--- src/rtl/ts_pkg.sv ---
package ts_pkg;
  parameter int unsigned TS_DATA_W = 32;
  parameter int unsigned TS_ADDR_W = 8;

  typedef enum logic [1:0] {
    SEL_NONE,
    SEL_LO,
    SEL_HI
  } ts_sel_e;
endpackage

--- src/rtl/ts_rst_sync.sv ---
module ts_rst_sync (
  input  logic clk,
  input  logic rst_n,
  output logic rst_sync_n
);
  logic [1:0] sync_q;

  always_ff @(posedge clk or negedge rst_n) begin
    if (!rst_n) sync_q <= 2'b00;
    else        sync_q <= {sync_q[0], 1'b1};
  end

  assign rst_sync_n = sync_q[1];
endmodule

--- src/rtl/ts_counter.sv ---
module ts_counter #(
  parameter int unsigned CNT_W = 40
) (
  input  logic             clk,
  input  logic             rst_n,
  input  logic             run,
  input  logic             tick,
  output logic [CNT_W-1:0] cnt
);
  logic [CNT_W-1:0] cnt_q;
  logic [CNT_W-1:0] cnt_d;
  logic             cnt_ce;

  always_comb begin
    cnt_ce = run & tick;
    cnt_d  = cnt_q + {{(CNT_W-1){1'b0}}, 1'b1};
  end

  always_ff @(posedge clk or negedge rst_n) begin
    if (!rst_n)      cnt_q <= '0;
    else if (cnt_ce) cnt_q <= cnt_d;
  end

  assign cnt = cnt_q;
endmodule

--- src/rtl/ts_regif.sv ---
module ts_regif
  import ts_pkg::*;
#(
  parameter int unsigned LO_W    = 32,
  parameter int unsigned HI_W    = 8,
  parameter int unsigned ADDR_W  = TS_ADDR_W,
  parameter int unsigned DATA_W  = TS_DATA_W,
  parameter logic [ADDR_W-1:0] LO_OFS = 'h60,
  parameter logic [ADDR_W-1:0] HI_OFS = 'h64,
  parameter int unsigned ENA_BIT = 8,
  localparam int unsigned CNT_W  = LO_W + HI_W
) (
  input  logic              clk,
  input  logic              rst_n,
  input  logic              rd_en,
  input  logic              wr_en,
  input  logic [ADDR_W-1:0] addr,
  input  logic [DATA_W-1:0] wdata,
  input  logic [CNT_W-1:0]  cnt,
  output logic              run,
  output logic [HI_W-1:0]   held,
  output logic [DATA_W-1:0] rdata
);
  ts_sel_e           sel;
  logic              run_q, run_d, run_ce;
  logic [HI_W-1:0]   held_q, held_d;
  logic              held_ce;
  logic [DATA_W-1:0] rdata_q, rdata_d;
  logic              unused_wdata;

  assign unused_wdata = ^wdata;

  always_comb begin
    if (addr == LO_OFS)      sel = SEL_LO;
    else if (addr == HI_OFS) sel = SEL_HI;
    else                     sel = SEL_NONE;
  end

  always_comb begin
    held_ce = rd_en && (sel == SEL_LO);
    held_d  = cnt[CNT_W-1:LO_W];
    run_ce  = wr_en && (sel == SEL_HI);
    run_d   = wdata[ENA_BIT];
    rdata_d = '0;
    if (rd_en) begin
      case (sel)
        SEL_LO: rdata_d[LO_W-1:0] = cnt[LO_W-1:0];
        SEL_HI: begin
          rdata_d[HI_W-1:0] = held_q;
          rdata_d[ENA_BIT]  = run_q;
        end
        default: rdata_d = '0;
      endcase
    end
  end

  always_ff @(posedge clk or negedge rst_n) begin
    if (!rst_n) begin
      run_q   <= 1'b0;
      held_q  <= '0;
      rdata_q <= '0;
    end else begin
      if (run_ce)  run_q  <= run_d;
      if (held_ce) held_q <= held_d;
      rdata_q <= rdata_d;
    end
  end

  assign run   = run_q;
  assign held  = held_q;
  assign rdata = rdata_q;
endmodule

--- src/rtl/ts_timebase.sv ---
module ts_timebase
  import ts_pkg::*;
#(
  parameter int unsigned LO_W    = 32,
  parameter int unsigned HI_W    = 8,
  parameter int unsigned ADDR_W  = TS_ADDR_W,
  parameter int unsigned DATA_W  = TS_DATA_W,
  parameter logic [ADDR_W-1:0] LO_OFS = 'h60,
  parameter logic [ADDR_W-1:0] HI_OFS = 'h64,
  parameter int unsigned ENA_BIT = 8,
  localparam int unsigned CNT_W  = LO_W + HI_W
) (
  input  logic              clk,
  input  logic              rst_n,
  input  logic              tick_en,
  input  logic              rd_en,
  input  logic              wr_en,
  input  logic [ADDR_W-1:0] addr,
  input  logic [DATA_W-1:0] wdata,
  output logic [DATA_W-1:0] rdata
);
  logic             rst_sync_n;
  logic             run;
  logic [CNT_W-1:0] cnt;
  logic [HI_W-1:0]  held;

  ts_rst_sync u_rst (
    .clk        (clk),
    .rst_n      (rst_n),
    .rst_sync_n (rst_sync_n)
  );

  ts_counter #(.CNT_W(CNT_W)) u_cnt (
    .clk   (clk),
    .rst_n (rst_sync_n),
    .run   (run),
    .tick  (tick_en),
    .cnt   (cnt)
  );

  ts_regif #(
    .LO_W(LO_W), .HI_W(HI_W), .ADDR_W(ADDR_W), .DATA_W(DATA_W),
    .LO_OFS(LO_OFS), .HI_OFS(HI_OFS), .ENA_BIT(ENA_BIT)
  ) u_reg (
    .clk   (clk),
    .rst_n (rst_sync_n),
    .rd_en (rd_en),
    .wr_en (wr_en),
    .addr  (addr),
    .wdata (wdata),
    .cnt   (cnt),
    .run   (run),
    .held  (held),
    .rdata (rdata)
  );
endmodule

--- config.mk ---
export PLATFORM = sky130hd
export DESIGN_NAME = ts_timebase
export DESIGN_NICKNAME = d
export VERILOG_FILES = /design/src/rtl/ts_pkg.sv /design/src/rtl/ts_rst_sync.sv /design/src/rtl/ts_counter.sv /design/src/rtl/ts_regif.sv /design/src/rtl/ts_timebase.sv
export SDC_FILE = /design/constraint.sdc
export NUM_CORES = 1
export LEC_CHECK = 0
export ABC_AREA = 1
export BUFFER_PORTS_ARGS = -buffer_cell sky130_fd_sc_hd__buf_2
export CORE_MARGIN = 5
export CORE_UTILIZATION = 30
export CTS_CLUSTER_DIAMETER = 150
export DETAILED_ROUTE_END_ITERATION = 10
export PLACE_DENSITY = 0.46
export SKIP_CTS_REPAIR_TIMING = 1
export SYNTH_ARGS = -nofsm -noshare
export SYNTH_HDL_FRONTEND = slang
export SYNTH_HIERARCHICAL = 1
export SYNTH_SLANG_ARGS = --single-unit
export TNS_END_PERCENT = 30
--- constraint.sdc ---
create_clock -name clk -period 3.3 [get_ports clk]
set_input_delay 0.165 -clock clk [delete_from_list [all_inputs] [get_ports clk]]
set_output_delay 0.165 -clock clk [all_outputs]
set_load 0.005 [all_outputs]
==> impl_results.md <==
* Status: finished clean
* Slew Limit Fails at 0
* First-pass GRT wire length at 15.91 mm
* Synthesized cell area at 4177 um^2
* Final instance area at 4901 um^2
* Remaining antenna violation count at 0
* Count of cell types in the netlist at 27
* Fin cells at 731
* Ant. Diodes at 0
* GP Congestion at 0.7832
* Wire length per cell at 12.60 um
* Chip width at 128.0 um
* Min-delay worst type: in -> reg
* CP Cell Sequence: ha_1, nand2_2, nor2_4, nand3_4, nor2_8, nand2_1, xnor2_1
* Iter 0 DRT Violations at 194
* GRT Total Usage at 12.26%
* Worst path required time at 3.52 ns
* CP max-delay cell: dfrtp_1
* Final Worst Setup Slack at 1.619 ns
* Final period util at 50.93%
* Delay-heaviest family, CP: simple AND/OR/NAND/NOR gates
* Worst hold stages at 3
* DRC at 0
* Filler cells at 1,457
* Maximum vdd drop at 0.1801 mV
* Clk pin slew, worst setup/hold paths at 0.06 ns
* Vias in the first global route at 3,221
* Logic pwr share at 2.9%
* Slew of the pin with the lowest slew margin at 0.6548 ns
* Core area at 13,770 um^2
* Cell Area, Placed at 4572 um^2
* Clk pwr share at 48.9%
* Largest net degree at the start of global routing at 50
* # nets final at 592
* Drt first pass iters at 5
* CTS Root Buffer Type: clkbuf_16
* Yosys warns at 6
* Met1 WL at 4.373 mm
* Dpl cells at 714
* Rel. slew slack at 56.35%
* Type of origin of the critical path: flop
* Total power at 2.196 mW
* Die area at 16,380 um^2
* Uppermost layer routed: met4
* Setup TNS at 0 ns
* P_leak at 2.446 nW
* RSZ-0062 raised after global routing: no
* Power per cell area at 448.1 nW/um^2
* Sw Share at 21.90%
* DRT Wirelength at 9.208 mm
* Reg2Reg Depth at 7
* Area growth from synthesis to layout at 17.35%
* Part of the power in registers at 48.2%
* Multi-input combinational cell area at 1714 um^2
* Max Cap Viol at 0
* Setup WS pre-CTS at 1.608 ns
* Storage cell area at 2081 um^2
* Nature of the critical path endpoint: flop
* Share of cells above drive strength 1 at 21.60%
* Final Critical Period at 1.681 ns
* Initial antenna violation count at 0
* TritonCTS clock tree: done
* Met3 WL at 280 um
* P_int at 1.715 mW
* Worst-path fanout max at 14
* Clock Tree Buf Depth at 2
* Met2 wire len at 4.396 mm
* CP Buf/Inv Count at 0
* Starting Density at 30.32%
* Sequential-to-total area share from yosys stat at 49.73%
* WS Path Type: reg -> reg
* Syn_nets at 540
* Via count at 3,152
* Avg Synthesized Cell Area at 8.454 um^2
* H-Tree Depth at 3
* Fmax at 595.0 MHz
* Slowest cell delay on critical path at 0.47 ns
* Die height at 128.0 um
* Endpoints failing setup at 0
* Vias per cell at 4.312
* Mapped Cells at 494
* IO Pins at 77
* Synthesized flop and latch total at 83
* Standard-cell rows at 43
* Num CTS Buffers at 9
* Clk_skew at 0.008037 ns
* DP HPWL at 6.747 mm
* CP Depth at 7
* Worst Path Arrival at 1.90 ns
* Switch Pwr at 0.4809 mW
* CTS Sinks at 83
* Congestion Overflow GR at 0
* Final Hold Fails at 0
* Skew-Pair Late Insertion Delay at 0.34 ns
* IO Port Bufs at 45
==> per-stage QoR <==
stage,util [%],hold WS (ns)
after floorplan,-,-0.1306
after CTS,35.51,-0.4154
after global routing,35.58,0.08984
final,35.58,0.06100
after global placement,33.19,-0.05037
after detailed placement,33.19,-0.04081
==> cell usage in the layout (no fill, tap or decap), types with 3 or more instances in the layout <==
| master | synthesis | routed |
|---|---|---|
| nor2_4 | 11 | 11 |
| buf_2 | 1 | 45 |
| clkbuf_16 | 0 | 9 |
| nor2_2 | 24 | 24 |
| nand3_4 | 3 | 3 |
| nor2_1 | 52 | 52 |
| dfrtp_1 | 83 | 82 |
| xor2_1 | 14 | 14 |
| nand4_1 | 13 | 13 |
| nand2_2 | 8 | 8 |
| nand2_1 | 125 | 125 |
| inv_1 | 81 | 81 |
| xnor2_1 | 8 | 8 |
| nand3_1 | 49 | 49 |
==> tightest hold or removal path: cells and delay by family <==
kind	cells	cell delay, ns
AND/OR/NAND/NOR	2	0.13
buffers and inverters	1	0.07
==> layer usage <==
layer	track usage (%)	up-vias
met5	0	-
met4	4.869	0
met3	3.125	11
met2	19.69	45
met1	15.84	1491
li1	-	1605
==> power groups by stage <==
stage	Clock, mW	Sequential (mW)	Combinational, mW
CTS	1.11	1.06	0.0647
detailed placement	0	1.08	0.0644
global placement	0	1.08	0.0632
floorplan	0	1.07	0.0406
finish	1.07	1.06	0.0643
global route	1.15	1.06	0.0787
==> worst paths after layout <==
kind	start	endpoint	slack [ns]
max	u_cnt/cnt[0]$_DFFE_PN0P_	u_cnt/cnt[16]$_DFFE_PN0P_	1.62
min	wdata[8]	u_reg/run$_DFFE_PN0P_	0.06
max reg2reg	u_cnt/cnt[0]$_DFFE_PN0P_	u_cnt/cnt[16]$_DFFE_PN0P_	1.62
min reg2reg	u_rst/sync_q[1]$_DFF_PN0_	u_cnt/cnt[22]$_DFFE_PN0P_	0.37
max in group asynchronous	u_rst/sync_q[1]$_DFF_PN0_	u_cnt/cnt[8]$_DFFE_PN0P_	2.22
min in group asynchronous	rst_n	u_rst/sync_q[0]$_DFF_PN0_	0.14
==> cell type report <==
| type | instances | share of cell area (%) |
|---|---|---|
| clock inverter | 6 | 1.838 |
| inverter | 83 | 6.357 |
| sequential | 83 | 42.46 |
| multi-input combinational | 321 | 34.98 |
| clock buffer | 10 | 4.672 |
| tap | 180 | 4.595 |
| timing repair buffer | 48 | 5.106 |
==> state kept, by name, summed over array words and instances, names as in the netlist <==
register	count
u_reg/run	1
u_cnt/cnt	40
u_reg/held	8
u_rst/sync_q	2
u_reg/rdata	32
==> logic make-up after synthesis <==
logic type	after synthesis	synth area share, %
fa+ha+maj	1	0.2995
xor+xnor	23	5.003
other cells	1	0.08979
flops	83	49.73
simple gates	295	35.53
buf+inv	90	9.227
compound gates	1	0.1197
==> synth_stat cells, drive strengths merged <==
library cell	count	area (um^2)
nand2	135	541.8
nor2	89	509.2
dfrtp	83	2077
inv	83	311.6
nand3	54	317.8
xor2	15	138.9
nand4	13	81.33
xnor2	8	70.07
buf	7	73.81
nor3	3	26.28
a21oi	1	5.000
conb	1	3.750
ha	1	12.51
nand3b	1	7.510
Power figures use the tool's default switching activity.
